File: src/rtl/rtc_irq_pkg.sv
package rtc_irq_pkg;
  localparam int DATA_W      = 8;
  localparam int N_FIELDS    = 5;
  localparam int FIELD_IDX_W = $clog2(N_FIELDS);
  localparam int SRC_N       = 3;
  localparam int SRC_ALARM   = 0;
  localparam int SRC_PULSE   = 1;
  localparam int SRC_TIMER   = 2;
  localparam logic [DATA_W-1:0] WILDCARD = '1;

  typedef struct packed {
    logic                   alarmArm;
    logic                   pulseSet;
    logic                   timerSet;
    logic                   flagWr;
    logic [SRC_N-1:0]       keepBits;
    logic                   fieldWr;
    logic [FIELD_IDX_W-1:0] fieldIdx;
    logic [DATA_W-1:0]      fieldData;
  } ctrlStrobes_t;
endpackage

File: src/rtl/rtc_irq_ctrl.sv
module rtc_irq_ctrl
  import rtc_irq_pkg::*;
#(
  parameter int ADDR_W     = 4,
  parameter int N_RATES    = 4,
  parameter int ALARM_BASE = 8
) (
  input  logic               clk,
  input  logic               rstN,
  input  logic               wrEn,
  input  logic [ADDR_W-1:0]  wrAddr,
  input  logic [DATA_W-1:0]  wrData,
  input  logic [N_RATES-1:0] rateTicks,
  input  logic               tick10ms,
  input  logic               timerRoll,
  input  logic               standby,
  output ctrlStrobes_t       strobes,
  output logic [SRC_N-1:0]   maskQ
);
  localparam logic [ADDR_W-1:0] ADDR_EN   = ADDR_W'(0);
  localparam logic [ADDR_W-1:0] ADDR_MASK = ADDR_W'(1);
  localparam logic [ADDR_W-1:0] ADDR_FLAG = ADDR_W'(2);
  localparam logic [ADDR_W-1:0] ADDR_RATE = ADDR_W'(3);
  localparam logic [ADDR_W-1:0] FIELD_LO  = ADDR_W'(ALARM_BASE);
  localparam logic [ADDR_W-1:0] FIELD_HI  = ADDR_W'(ALARM_BASE + N_FIELDS - 1);

  logic [SRC_N-1:0]   enQ;
  logic [N_RATES-1:0] rateSelQ;
  logic               rateSelValid;
  logic [ADDR_W-1:0]  fieldOfs;

  always_ff @(posedge clk) begin
    if (!rstN) begin
      enQ      <= '0;
      maskQ    <= '0;
      rateSelQ <= '0;
    end else if (wrEn) begin
      if (wrAddr == ADDR_EN)   enQ      <= wrData[SRC_N-1:0];
      if (wrAddr == ADDR_MASK) maskQ    <= wrData[SRC_N-1:0];
      if (wrAddr == ADDR_RATE) rateSelQ <= wrData[N_RATES-1:0];
    end
  end

  // exactly one select bit must be set for the pulse source to run
  assign rateSelValid = (rateSelQ != '0) && ((rateSelQ & (rateSelQ - 1'b1)) == '0);
  assign fieldOfs     = wrAddr - FIELD_LO;

  always_comb begin
    strobes           = '0;
    strobes.alarmArm  = enQ[SRC_ALARM] & tick10ms;
    strobes.pulseSet  = enQ[SRC_PULSE] & ~standby & rateSelValid & (|(rateSelQ & rateTicks));
    strobes.timerSet  = enQ[SRC_TIMER] & timerRoll;
    strobes.flagWr    = wrEn && (wrAddr == ADDR_FLAG);
    strobes.keepBits  = wrData[SRC_N-1:0];
    strobes.fieldWr   = wrEn && (wrAddr >= FIELD_LO) && (wrAddr <= FIELD_HI);
    strobes.fieldIdx  = fieldOfs[FIELD_IDX_W-1:0];
    strobes.fieldData = wrData;
  end

  a_r9_mask_holds: assert property (@(posedge clk) disable iff (!rstN)
    !(wrEn && wrAddr == ADDR_MASK) |=> $stable(maskQ));
  a_r6_rate_holds: assert property (@(posedge clk) disable iff (!rstN)
    !(wrEn && wrAddr == ADDR_RATE) |=> $stable(rateSelQ));
endmodule

File: src/rtl/rtc_irq_datapath.sv
module rtc_irq_datapath
  import rtc_irq_pkg::*;
(
  input  logic                       clk,
  input  logic                       rstN,
  input  ctrlStrobes_t               strobes,
  input  logic [SRC_N-1:0]           maskQ,
  input  logic                       standby,
  input  logic [N_FIELDS*DATA_W-1:0] curFields,
  output logic [SRC_N-1:0]           flagQ,
  output logic                       irqPullLow
);
  logic [DATA_W-1:0]   alarmQ [N_FIELDS];
  logic [N_FIELDS-1:0] fieldHit;
  logic [SRC_N-1:0]    setVec;
  logic [SRC_N-1:0]    clrVec;
  logic [SRC_N-1:0]    allowVec;

  for (genvar f = 0; f < N_FIELDS; f++) begin : g_field
    always_ff @(posedge clk) begin
      if (!rstN)
        alarmQ[f] <= WILDCARD;
      else if (strobes.fieldWr && strobes.fieldIdx == FIELD_IDX_W'(f))
        alarmQ[f] <= strobes.fieldData;
    end
    assign fieldHit[f] = (alarmQ[f] == WILDCARD) ||
                         (alarmQ[f] == curFields[f*DATA_W +: DATA_W]);
  end

  always_comb begin
    setVec            = '0;
    setVec[SRC_ALARM] = strobes.alarmArm & (&fieldHit);
    setVec[SRC_PULSE] = strobes.pulseSet;
    setVec[SRC_TIMER] = strobes.timerSet;
    clrVec            = strobes.flagWr ? ~strobes.keepBits : '0;
  end

  for (genvar s = 0; s < SRC_N; s++) begin : g_flag
    always_ff @(posedge clk) begin
      if (!rstN)
        flagQ[s] <= 1'b0;
      else
        flagQ[s] <= (flagQ[s] & ~clrVec[s]) | setVec[s];
    end

    a_r9_flag_sticky: assert property (@(posedge clk) disable iff (!rstN)
      (flagQ[s] && !(strobes.flagWr && !strobes.keepBits[s])) |=> flagQ[s]);
    a_r11_set_wins: assert property (@(posedge clk) disable iff (!rstN)
      setVec[s] |=> flagQ[s]);
  end

  always_comb begin
    allowVec = '1;
    if (standby) begin
      allowVec            = '0;
      allowVec[SRC_ALARM] = 1'b1;
    end
  end

  assign irqPullLow = |(flagQ & maskQ & allowVec);

  a_r8_irq_needs_flag: assert property (@(posedge clk) disable iff (!rstN)
    irqPullLow |-> (|(flagQ & maskQ)));
endmodule

File: src/rtl/rtc_irq_unit.sv
module rtc_irq_unit
  import rtc_irq_pkg::*;
#(
  parameter int ADDR_W = 4
) (
  input  logic              clk,
  input  logic              rstN,
  input  logic              tick10ms,
  input  logic              tick100ms,
  input  logic              tickSec,
  input  logic              tickMin,
  input  logic              timerRoll,
  input  logic              standby,
  input  logic [DATA_W-1:0] curSec,
  input  logic [DATA_W-1:0] curMin,
  input  logic [DATA_W-1:0] curHour,
  input  logic [DATA_W-1:0] curDay,
  input  logic [DATA_W-1:0] curMonth,
  input  logic              wrEn,
  input  logic [ADDR_W-1:0] wrAddr,
  input  logic [DATA_W-1:0] wrData,
  output logic              irqPullLow,
  output logic [SRC_N-1:0]  flagsOut
);
  localparam int N_RATES = 4;

  ctrlStrobes_t     strobes;
  logic [SRC_N-1:0] maskW;

  rtc_irq_ctrl #(
    .ADDR_W(ADDR_W), .N_RATES(N_RATES), .ALARM_BASE(8)
  ) u_ctrl (
    .clk       (clk),
    .rstN      (rstN),
    .wrEn      (wrEn),
    .wrAddr    (wrAddr),
    .wrData    (wrData),
    .rateTicks ({tickMin, tickSec, tick100ms, tick10ms}),
    .tick10ms  (tick10ms),
    .timerRoll (timerRoll),
    .standby   (standby),
    .strobes   (strobes),
    .maskQ     (maskW)
  );

  rtc_irq_datapath u_dp (
    .clk        (clk),
    .rstN       (rstN),
    .strobes    (strobes),
    .maskQ      (maskW),
    .standby    (standby),
    .curFields  ({curMonth, curDay, curHour, curMin, curSec}),
    .flagQ      (flagsOut),
    .irqPullLow (irqPullLow)
  );

  a_r2_alarm_on_tick: assert property (@(posedge clk) disable iff (!rstN)
    $rose(flagsOut[SRC_ALARM]) |-> $past(tick10ms));
  a_r7_timer_on_roll: assert property (@(posedge clk) disable iff (!rstN)
    $rose(flagsOut[SRC_TIMER]) |-> $past(timerRoll));
  a_r10_no_pulse_standby: assert property (@(posedge clk) disable iff (!rstN)
    $rose(flagsOut[SRC_PULSE]) |-> !$past(standby));
  a_r10_irq_standby: assert property (@(posedge clk) disable iff (!rstN)
    (standby && irqPullLow) |-> (flagsOut[SRC_ALARM] && maskW[SRC_ALARM]));
endmodule

File: config.mk
export PLATFORM = sky130hd
export DESIGN_NAME = rtc_irq_unit
export DESIGN_NICKNAME = d
export VERILOG_FILES = /design/src/rtl/rtc_irq_pkg.sv /design/src/rtl/rtc_irq_ctrl.sv /design/src/rtl/rtc_irq_datapath.sv /design/src/rtl/rtc_irq_unit.sv
export SDC_FILE = /design/constraint.sdc
export NUM_CORES = 1
export LEC_CHECK = 0
export BUFFER_PORTS_ARGS = -buffer_cell sky130_fd_sc_hd__clkbuf_2
export CORE_AREA = 2 2 76 78
export DETAILED_ROUTE_END_ITERATION = 10
export DIE_AREA = 0 0 78 80
export PLACE_DENSITY_LB_ADDON = 0.08
export SYNTH_ARGS = -nofsm -noshare
export SYNTH_HDL_FRONTEND = slang
export SYNTH_HIERARCHICAL = 1
export SYNTH_SLANG_ARGS = --single-unit
export TNS_END_PERCENT = 5
File: constraint.sdc
create_clock -name clk -period 2.2 [get_ports clk]
set_clock_uncertainty 0.2 [all_clocks]
set_input_delay 0.11 -clock clk [delete_from_list [all_inputs] [get_ports clk]]
set_output_delay 0.11 -clock clk [all_outputs]
set_load 0.05 [all_outputs]
Word level (Yosys, flattened, before mapping)
Memory sizes are Yosys's and may differ from the RTL's.
Index checks and enable logic that the tools add are counted.
{ "totals": {"register_bits": 13, "rom_bits": 0, "input_bits": 61, "memories": 1, "wordCells": 101, "out_inout_bits": 4, "latch_bits": 0, "ramBits": 40} }
{ "mem_list": {"columns": ["name", "depth", "width", "rd", "rd_clocked_by_memory_dff", "write_ports", "line_no", "rtl"], "rows": [
  ["u_dp.alarmQ", 5, 8, 5, 0, 5, "rtc_irq_datapath.sv:13", "logic [DATA_W-1:0] alarmQ [N_FIELDS];"]
]} }
{ "classes": {"n_shift": 0, "reduce_logical": 24, "addsub": 2, "n_bitwise": 26, "n_eq_ne": 17, "n_mux": 23, "n_mul": 0, "order_cmp": 2, "div_mod_pow": 0} }
{ "ops": {"columns": ["operator", "n"], "rows": [
  ["equality test 8 bit", 5],
  ["equality test 8 bit, second input constant", 5],
  ["two-way mux 8 bit", 5],
  ["two-way mux 1 bit", 16],
  ["bitwise AND 1 bit", 9],
  ["logical AND 1 bit", 9],
  ["bitwise AND 4 bit", 2],
  ["equality test 4 x 2 -> 1 bit, second input constant", 2],
  ["logical NOT 4 bit", 2],
  ["OR 1 bit", 8],
  ["bitwise AND 3 bit", 2],
  ["equality test 3 x 2 -> 1 bit, second input constant", 2],
  ["two-way mux 3 bit", 2],
  ["AND reduction 2 bit", 3],
  ["logical OR 1 bit", 5],
  ["AND reduction 5 bit", 1],
  ["equality test 4 x 1 -> 1 bit, second input constant", 1],
  ["greater-or-equal comparator 4 bit, second input constant", 1],
  ["less-or-equal comparator 4 bit, second input constant", 1],
  ["NOT 1 bit", 4],
  ["nonzero test 4 bit", 1],
  ["OR reduction 4 bit", 1],
  ["subtractor 4 x 1 -> 4 bit, second input constant", 1],
  ["equality test 3 x 1 -> 1 bit, second input constant", 1],
  ["other kinds (5)", 5]
]} }

Depth between registers and ports, before layout
Gate-level depths: netlist (run 1).
{ "logic_depth": {"word_depth": 8, "ltp_mapped": 5, "ltp_nobuf": 5} }

By module
Netlist (run 1), hierarchy kept.
{ "modules_own_cells": {"columns": ["mod", "n_inst", "seq_area_each_um2", "cells_each", "area_per_inst_um2"], "rows": [
  ["rtc_irq_datapath", 1, 1261.2, 179, 2234.6],
  ["rtc_irq_ctrl", 1, 200.2, 69, 600.6]
]} }

Worst setup path before layout (run 1)
Ideal clock, no wire load.
{ "synth_timing": {"kind": "register to output", "start": "register u_dp.flagQ[1]", "end": "output irqPullLow", "arrival_ps": 1901, "path_stages_with_launch": 3, "n_path_buf": 0, "setup_slack_ps": -11, "t_required_ps": 1890, "path_cell_list": "dfxtp_1 > a22oi_1 > o21ai_0"} }
{ "synth_between": {"elab_chain_cells": 3} }
{ "synth_lines": {"columns": ["element", "line_no", "rtl"], "rows": [
  ["start: declaration", "rtc_irq_datapath.sv:10", "output logic [SRC_N-1:0] flagQ,"],
  ["start signal: indexed assignment", "rtc_irq_datapath.sv:43", "flagQ[s] <= (flagQ[s] & ~clrVec[s]) | setVec[s];"],
  ["bitwise AND 3 bit (2 in a row)", "rtc_irq_datapath.sv:60", "assign irqPullLow = |(flagQ & maskQ & allowVec);"],
  ["OR reduction 3 bit", "rtc_irq_datapath.sv:60", null],
  ["end: declaration", "rtc_irq_unit.sv:22", "output logic irqPullLow,"]
]} }
No other way between the ends.

==> summary.md, run 1 <==
| Metric | Value |
|---|---|
| Status | `finished with violations` |
| Failing checks | `hold timing` |
| Clock power share | `0.270` |
| Syn_nets | `just over 300` |
| Library cells used by synthesis | `34` |
| Comb power frac | `0.125` |
| Most instantiated library cell after synthesis | `xnor2_1` |
| Post-synth top area share | `0.424` |
| Final setup vio count | `0` |
| N_diodes | `0` |
| Setup_tns | `0 ns` |
| Synth top cells by count | `xnor2_1 (41), edfxtp_1 (40), or3_1 (24)` |
| Die ar. | `between 6000 and 7000 um2` |
| Clk sinks | `53` |
| WS Path Type | `reg2reg` |
| Static Leakage | `1.21 nW` |
| Final HPWL DP | `4.33 mm` |
| Peak VDD IR | `about 0.33 mV` |
| Unrepaired setup endpoints after global routing | `false` |
| CP max FO | `2` |
| CTS tree | `built` |
| Post-place setup slack | `0.305 ns` |
| DIE HEIGHT | `80 um` |
| Post-synth EDFFs | `40` |
| Area grow syn2layout | `16.9%` |
| WL met3 | `392 um` |
| Final nets | `375` |
| Period utilisation layout | `0.725` |
| Fmax | `627 MHz` |
| Switching power | `between 0.0004 and 0.0005 W` |
| Ys async rst share | `0` |
| Final WS setup | `between 0.6 and 0.7 ns` |
| Synth Flop Type | `edfxtp_1` |
| Initial Util | `0.525` |
| Arrival time worst endpoint | `1.62 ns` |
| Hold_ws | `-0.00198 ns` |
| Clk root buf | `clkbuf_8` |
| Synth top area cells | `edfxtp_1 (42%), xnor2_1 (13%), dfxtp_1 (9.2%), or3_1 (5.3%), nand4_1 (4.6%)` |
| Length of the first detailed-routing pass in iterations | `4` |
| GPL Wtd Cong | `approximately 0.8` |
| H-tree depth | `2` |
| Max-slew headroom | `0.801` |
| Gr ovfl total | `0` |
| DR WL/cell | `approximately 15 um` |
| Max_cap viols | `0` |
| Initial antenna violation count | `0` |
| Final Hold Viols | `2` |
| DR vias | `between 2000 and 2500` |
| Power density cells | `575 nW/um2` |
| Synthesized cell area | `approximately 2800 um2` |
| Port Buf Inserts | `64` |
| DRT antenna net count | `0` |
| # DRC | `0` |
| Core area | `5410 um2` |
| Post-Syn Instances | `248` |
| # fillers | `463` |
| Gr usage total | `0.200` |
| Register area share after synthesis | `0.515` |
| Reg2reg setup slack | `~0.60 ns` |
| Clk_lat worst skew | `roughly 0.30 ns` |
| Switch share | `0.230` |
| Vias in the first global route | `2023` |
| Clk slew on worst S/H paths | `0.09 ns` |
| Iteration-0 DRC count of the detailed router | `102` |
| Least-Margin Pin Slew | `between 0.2 and 0.3 ns` |
| Largest net degree at the start of global routing | `22` |
| Internal | `0.00147 W` |
| Via/cell ratio | `5.25` |
| Max-slew violations | `0` |
| Syn avg cell area | `11.4 um2` |
| Highest Signal Layer | `met4` |
| #FFs+latches synth | `53` |
| Critical Path Start Type | `register` |
| Tot Pwr | `0.00191 W` |
| Worst Hold Class | `in2reg` |
| Min Tclk post-route | `1.60 ns` |
| YS warnings | `6` |
| First-pass GRT wire length | `9.57 mm` |
| Nature of the critical path endpoint | `register` |
| Row cnt | `27` |
| CTS max path bufs | `2` |
| Layout cell share with drive strength beyond 1 | `0.267` |
| Final wirelength | `5.67 mm` |
| Post_cts resized | `0` |
| Largest area contributor in the netlist | `edfxtp_1` |
| Die Span X | `78 um` |
| Sequential Power Share | `0.605` |
| M1 WL | `2.37 mm` |
| Worst Path Required | `2.23 ns` |
| Num CTS Buffers | `5` |
| WL met2 | `2.78 mm` |
| Ports | `65` |
## power groups by stage
stage,logic [W],registers (W),clock network [W]
global route,0.000265,0.00116,0.000568
CTS,0.000242,0.00115,0.000528
global placement,0.000229,0.00118,0
detailed placement,0.000232,0.00118,0
finish,0.000238,0.00115,0.000515
floorplan,0.000147,0.00117,0
## cell families after synthesis
| group | synth area share |
|---|---|
| simple gates | 0.228 |
| flops | 0.515 |
| xor+xnor | 0.127 |
| compound gates | 0.0485 |
| buf+inv | 0.0459 |
| mux | 0.0353 |
## worst paths after layout
kind,startpoint,endpoint,cells past startpoint
setup / recovery,u_dp/alarmQ[2][0],u_dp/flagQ[0],5
hold / removal,wrData[2],u_ctrl/rateSelQ[2],3
setup reg to reg,u_dp/alarmQ[2][0],u_dp/flagQ[0],5
hold reg to reg,u_ctrl/enQ[1],u_ctrl/enQ[1],2
## flip-flops by register name, indices dropped and copies added, names as in the netlist
name,flops
u_ctrl/maskQ,3
u_ctrl/rateSelQ,4
u_dp/alarmQ,40
u_dp/flagQ,3
u_ctrl/enQ,3
## repair_timing
| action | in CTS | in global routing |
|---|---|---|
| hold buffers | 6 | 0 |
| setup endpoints to repair | 0 | 0 |
| buffers inserted | 0 | 0 |
| endpoints found under the hold margin | 18 | 0 |
## cell usage in the layout, fill, tap and decap left out, types with 4 or more instances in the layout
| master | n |
|---|---|
| o21ai_0 | 6 |
| or3_1 | 24 |
| nand2b_1 | 10 |
| clkbuf_2 | 64 |
| buf_4 | 8 |
| dfxtp_1 | 13 |
| dlygate4sd3_1 | 6 |
| nand4_1 | 21 |
| or2b_1 | 4 |
| clkbuf_8 | 5 |
| mux2i_1 | 10 |
| xnor2_1 | 41 |
| edfxtp_1 | 40 |
| o22ai_1 | 4 |
| or2_1 | 8 |
| nand2_1 | 17 |
## routing by layer
metal / GRT usage / vias up
met1: 0.260 / 931
met4: 0.0737 / 0
li1: - / 1023
met5: 0 / -
met3: 0.0396 / 11
met2: 0.332 / 67
## per-stage QoR
| stage | instance area (um2) | utilization | std cells | hold slack, ns |
|---|---|---|---|---|
| after floorplan | 2840 | - | 248 | 0.0488 |
| after global placement | 3180 | 0.588 | 373 | 0.246 |
| after detailed placement | 3180 | 0.588 | 373 | 0.255 |
| after CTS | 3320 | 0.613 | 387 | 0.0142 |
| after global routing | 3320 | 0.613 | 387 | 0.0208 |
| final | 3320 | 0.613 | 387 | -0.00198 |
## final cells by class
cell class	instances	area (um2)	area share
Clock inverter	1	3.75	0.00113
Timing Repair Buffer	78	440	0.133
Multi-Input combinational cell	176	1240	0.375
Clock buffer	7	76.3	0.0230
Tap cell	72	90.1	0.0272
Sequential cell	53	1460	0.441
## critical path: stages (launching register included)
cell and delay [ns]:
edfxtp_1 0.43, xnor2_1 0.18, nand4_1 0.11, o22ai_1 0.24
nand4_1 0.17, o21ai_0 0.19
Note: power is estimated with default switching activity, not from simulation.
==> run 2: changes to the inputs <==
--- a/config.mk
+++ b/config.mk
@@ -6,9 +6,9 @@
 export NUM_CORES = 1
 export LEC_CHECK = 0
 export BUFFER_PORTS_ARGS = -buffer_cell sky130_fd_sc_hd__clkbuf_2
-export CORE_AREA = 2 2 76 78
+export CORE_AREA = 2 2 80 82
 export DETAILED_ROUTE_END_ITERATION = 10
-export DIE_AREA = 0 0 78 80
+export DIE_AREA = 0 0 82 84
 export PLACE_DENSITY_LB_ADDON = 0.08
 export SYNTH_ARGS = -nofsm -noshare
 export SYNTH_HDL_FRONTEND = slang
==> constraint.sdc (replaced) <==
create_clock -name clk -period 1.4 [get_ports clk]
set_clock_uncertainty 0.2 [all_clocks]
set_input_delay 0.07 -clock clk [delete_from_list [all_inputs] [get_ports clk]]
set_output_delay 0.07 -clock clk [all_outputs]
set_load 0.05 [all_outputs]
==> summary.md, run 2 (synthesis results as in run 1) <==
| Metric | Value |
|---|---|
| Peak VDD IR | `just under 0.5 mV` |
| Initial Util | `0.465` |
| Biggest register | `u_dp/alarmQ` |
| Vias in the first global route | `2090` |
| Hold Path Origin | `wrData[0]` |
| Static Leakage | `1.36 nW` |
| Worst Hold Class | `in2reg` |
| GPL Wtd Cong | `0.778` |
| CTS tree | `built` |
| Final HPWL DP | `~4.6 mm` |
| Hold Crit Depth | `3` |
| # DRC | `0` |
| Met3 GRT Util | `0.0314` |
| CP max stage delay | `about 0.41 ns` |
| Initial antenna violation count | `0` |
| Core area | `6100 um2` |
| DIE HEIGHT | `84 um` |
| Final setup vio count | `1` |
| Clk_lat worst skew | `roughly 0.30 ns` |
| Max-slew headroom | `0.789` |
| Final WS setup | `-0.114 ns` |
| Hold_ws | `0.00407 ns` |
| Row cnt | `29` |
| Tot Pwr | `0.00309 W` |
| Min Tclk post-route | `1.51 ns` |
| Worst Path Required | `1.43 ns` |
| Final nets | `400` |
| Largest net degree at the start of global routing | `19` |
| Area grow syn2layout | `28.6%` |
| Worst R2R End | `u_dp/flagQ[0]` |
| Max_cap viols | `0` |
| Failing checks | `setup timing` |
| Met2 Usage GRT | `0.315` |
| WHS Endpoint | `u_ctrl/rateSelQ[0]` |
| Length of the first detailed-routing pass in iterations | `4` |
| WS Path Type | `reg2reg` |
| Max-slew violations | `0` |
| Worst path cell trace | `xnor2_1, nand4_1, o22ai_2, nand4_1, o21ai_1` |
| Crit Reg-Reg Startpoint | `u_dp/alarmQ[0][7]` |
| Layout cell share with drive strength beyond 1 | `0.376` |
| Iteration-0 DRC count of the detailed router | `80` |
| DR vias | `2100` |
| Reg2reg path depth | `5` |
| Reg2reg setup slack | `-0.11 ns` |
| GRT busiest layer | `met2` |
| First-pass GRT wire length | `roughly 10 mm` |
| Clk sinks | `53` |
| CP most frequent cell | `nand4_1` |
| Period utilisation layout | `1.08` |
| Via/cell ratio | `5.04` |
| Num CTS Buffers | `5` |
| Nature of the critical path endpoint | `register` |
| Critical Path Start Type | `register` |
| Commonest non-fill, non-tap cells in the layout | `clkbuf_2 (63), xnor2_1 (40), edfxtp_1 (40)` |
| Die ar. | `6890 um2` |
| Fmax | `661 MHz` |
| Met1 Use GR | `0.256` |
| Clk slew on worst S/H paths | `about 0.090 ns` |
| H-tree depth | `2` |
| CTS max path bufs | `2` |
| N_diodes | `0` |
| Biggest regs | `u_dp/alarmQ (40), u_ctrl/rateSelQ (4)` |
| Unrepaired setup endpoints after global routing | `true` |
| Worst path slowest cell | `edfxtp_1` |
| Power density cells | `847 nW/um2` |
| Gr usage total | `0.192` |
| DR WL/cell | `~15 um` |
| Gr ovfl total | `0` |
| Die Span X | `82 um` |
| Final Hold Viols | `0` |
| Max reg flops | `40` |
| Commonest non-fill, non-tap cell in the layout | `clkbuf_2` |
| Least-Margin Pin Slew | `0.316 ns` |
| Ports | `65` |
| DRT antenna net count | `0` |
| Port Buf Inserts | `64` |
| Arrival time worst endpoint | `1.54 ns` |
| # fillers | `557` |
| Final wirelength | `6.08 mm` |
| CP max FO | `2` |
| Clk root buf | `clkbuf_8` |
| Status | `finished with violations` |
[run 2: changes by cell type in the layout (fill, tap and decap cells not counted), moves of 2 or more]
cell / change
dfxtp_1: -5
buf_4: +22
dlygate4sd3_1: +2
o22ai_1: -3
o22ai_2: +3
dfxtp_2: +5
o31ai_1: -2
clkbuf_1: -2
o31ai_4: +2
o21ai_2: +4
o21ai_0: -5
[run 2: how the worst max path moves through the flow]
stage / start / endpoint / slack [ns] / cells after the start
after detailed placement: wrAddr[0] / u_dp/alarmQ[0][5] / -0.24 / 6
after global placement: wrAddr[0] / u_dp/alarmQ[0][0] / -0.23 / 6
after floorplan: wrAddr[0] / u_dp/alarmQ[0][0] / -0.11 / 5
final: u_dp/alarmQ[0][7] / u_dp/flagQ[0] / -0.11 / 5
after global routing: u_dp/alarmQ[3][4] / u_dp/flagQ[0] / -0.21 / 5
after CTS: u_dp/alarmQ[0][0] / u_dp/flagQ[0] / -0.10 / 5
[run 2: report_power, final]
group          switching [W]  leakage [nW]  internal [W]
registers          0.0000522         0.509       0.00176
clock network       0.000472        0.0417      0.000345
logic               0.000205         0.809      0.000254
[run 2: layout make-up]
cell class                 count  area, um2  area share
clock inverter                 3       17.5     0.00480
sequential                    53       1470       0.403
multi-input combinational    176       1340       0.368
clock buffer                   5       68.8      0.0189
timing repair buffer         103        654       0.179
tap                           77       96.3      0.0264
[run 2: metal layers]
metal | part of all wire | wire length, um
met3 | 0.046 | 278
met4 | 0.021 | 127
met5 | 0 | 0
met2 | 0.48 | 2930
met1 | 0.45 | 2750
[run 2: worst max-delay path, delay by kind of cell (launching register included)]
kind / cells / cell delay [ns]
XOR/XNOR: 1 / 0.17
AND/OR/NAND/NOR: 2 / 0.25
AO/OA/AOI/OAI: 2 / 0.41
flip-flops: 1 / 0.41
[run 2: metrics by stage]
step / TNS (ns) / instance area [um2] / worst slack, ns / std cells / utilization
floorplan: -1.85 / 2900 / -0.106 / 248 / -
global placement: -11.88 / 3420 / -0.225 / 399 / 0.561
detailed placement: -12.37 / 3420 / -0.241 / 399 / 0.561
CTS: -0.104 / 3600 / -0.104 / 414 / 0.590
global route: -0.246 / 3650 / -0.207 / 417 / 0.598
finish: -0.114 / 3650 / -0.114 / 417 / 0.598
[run 2: what timing repair did]
action | CTS | global route
buffers inserted | 1 | 1
setup endpoints to repair | 2 | 3
cloned | 0 | 0
hold buffers | 6 | 2
pin swaps | 7 | 11
endpoints found under the hold margin | 27 | 2
gates resized for setup | 6 | 7
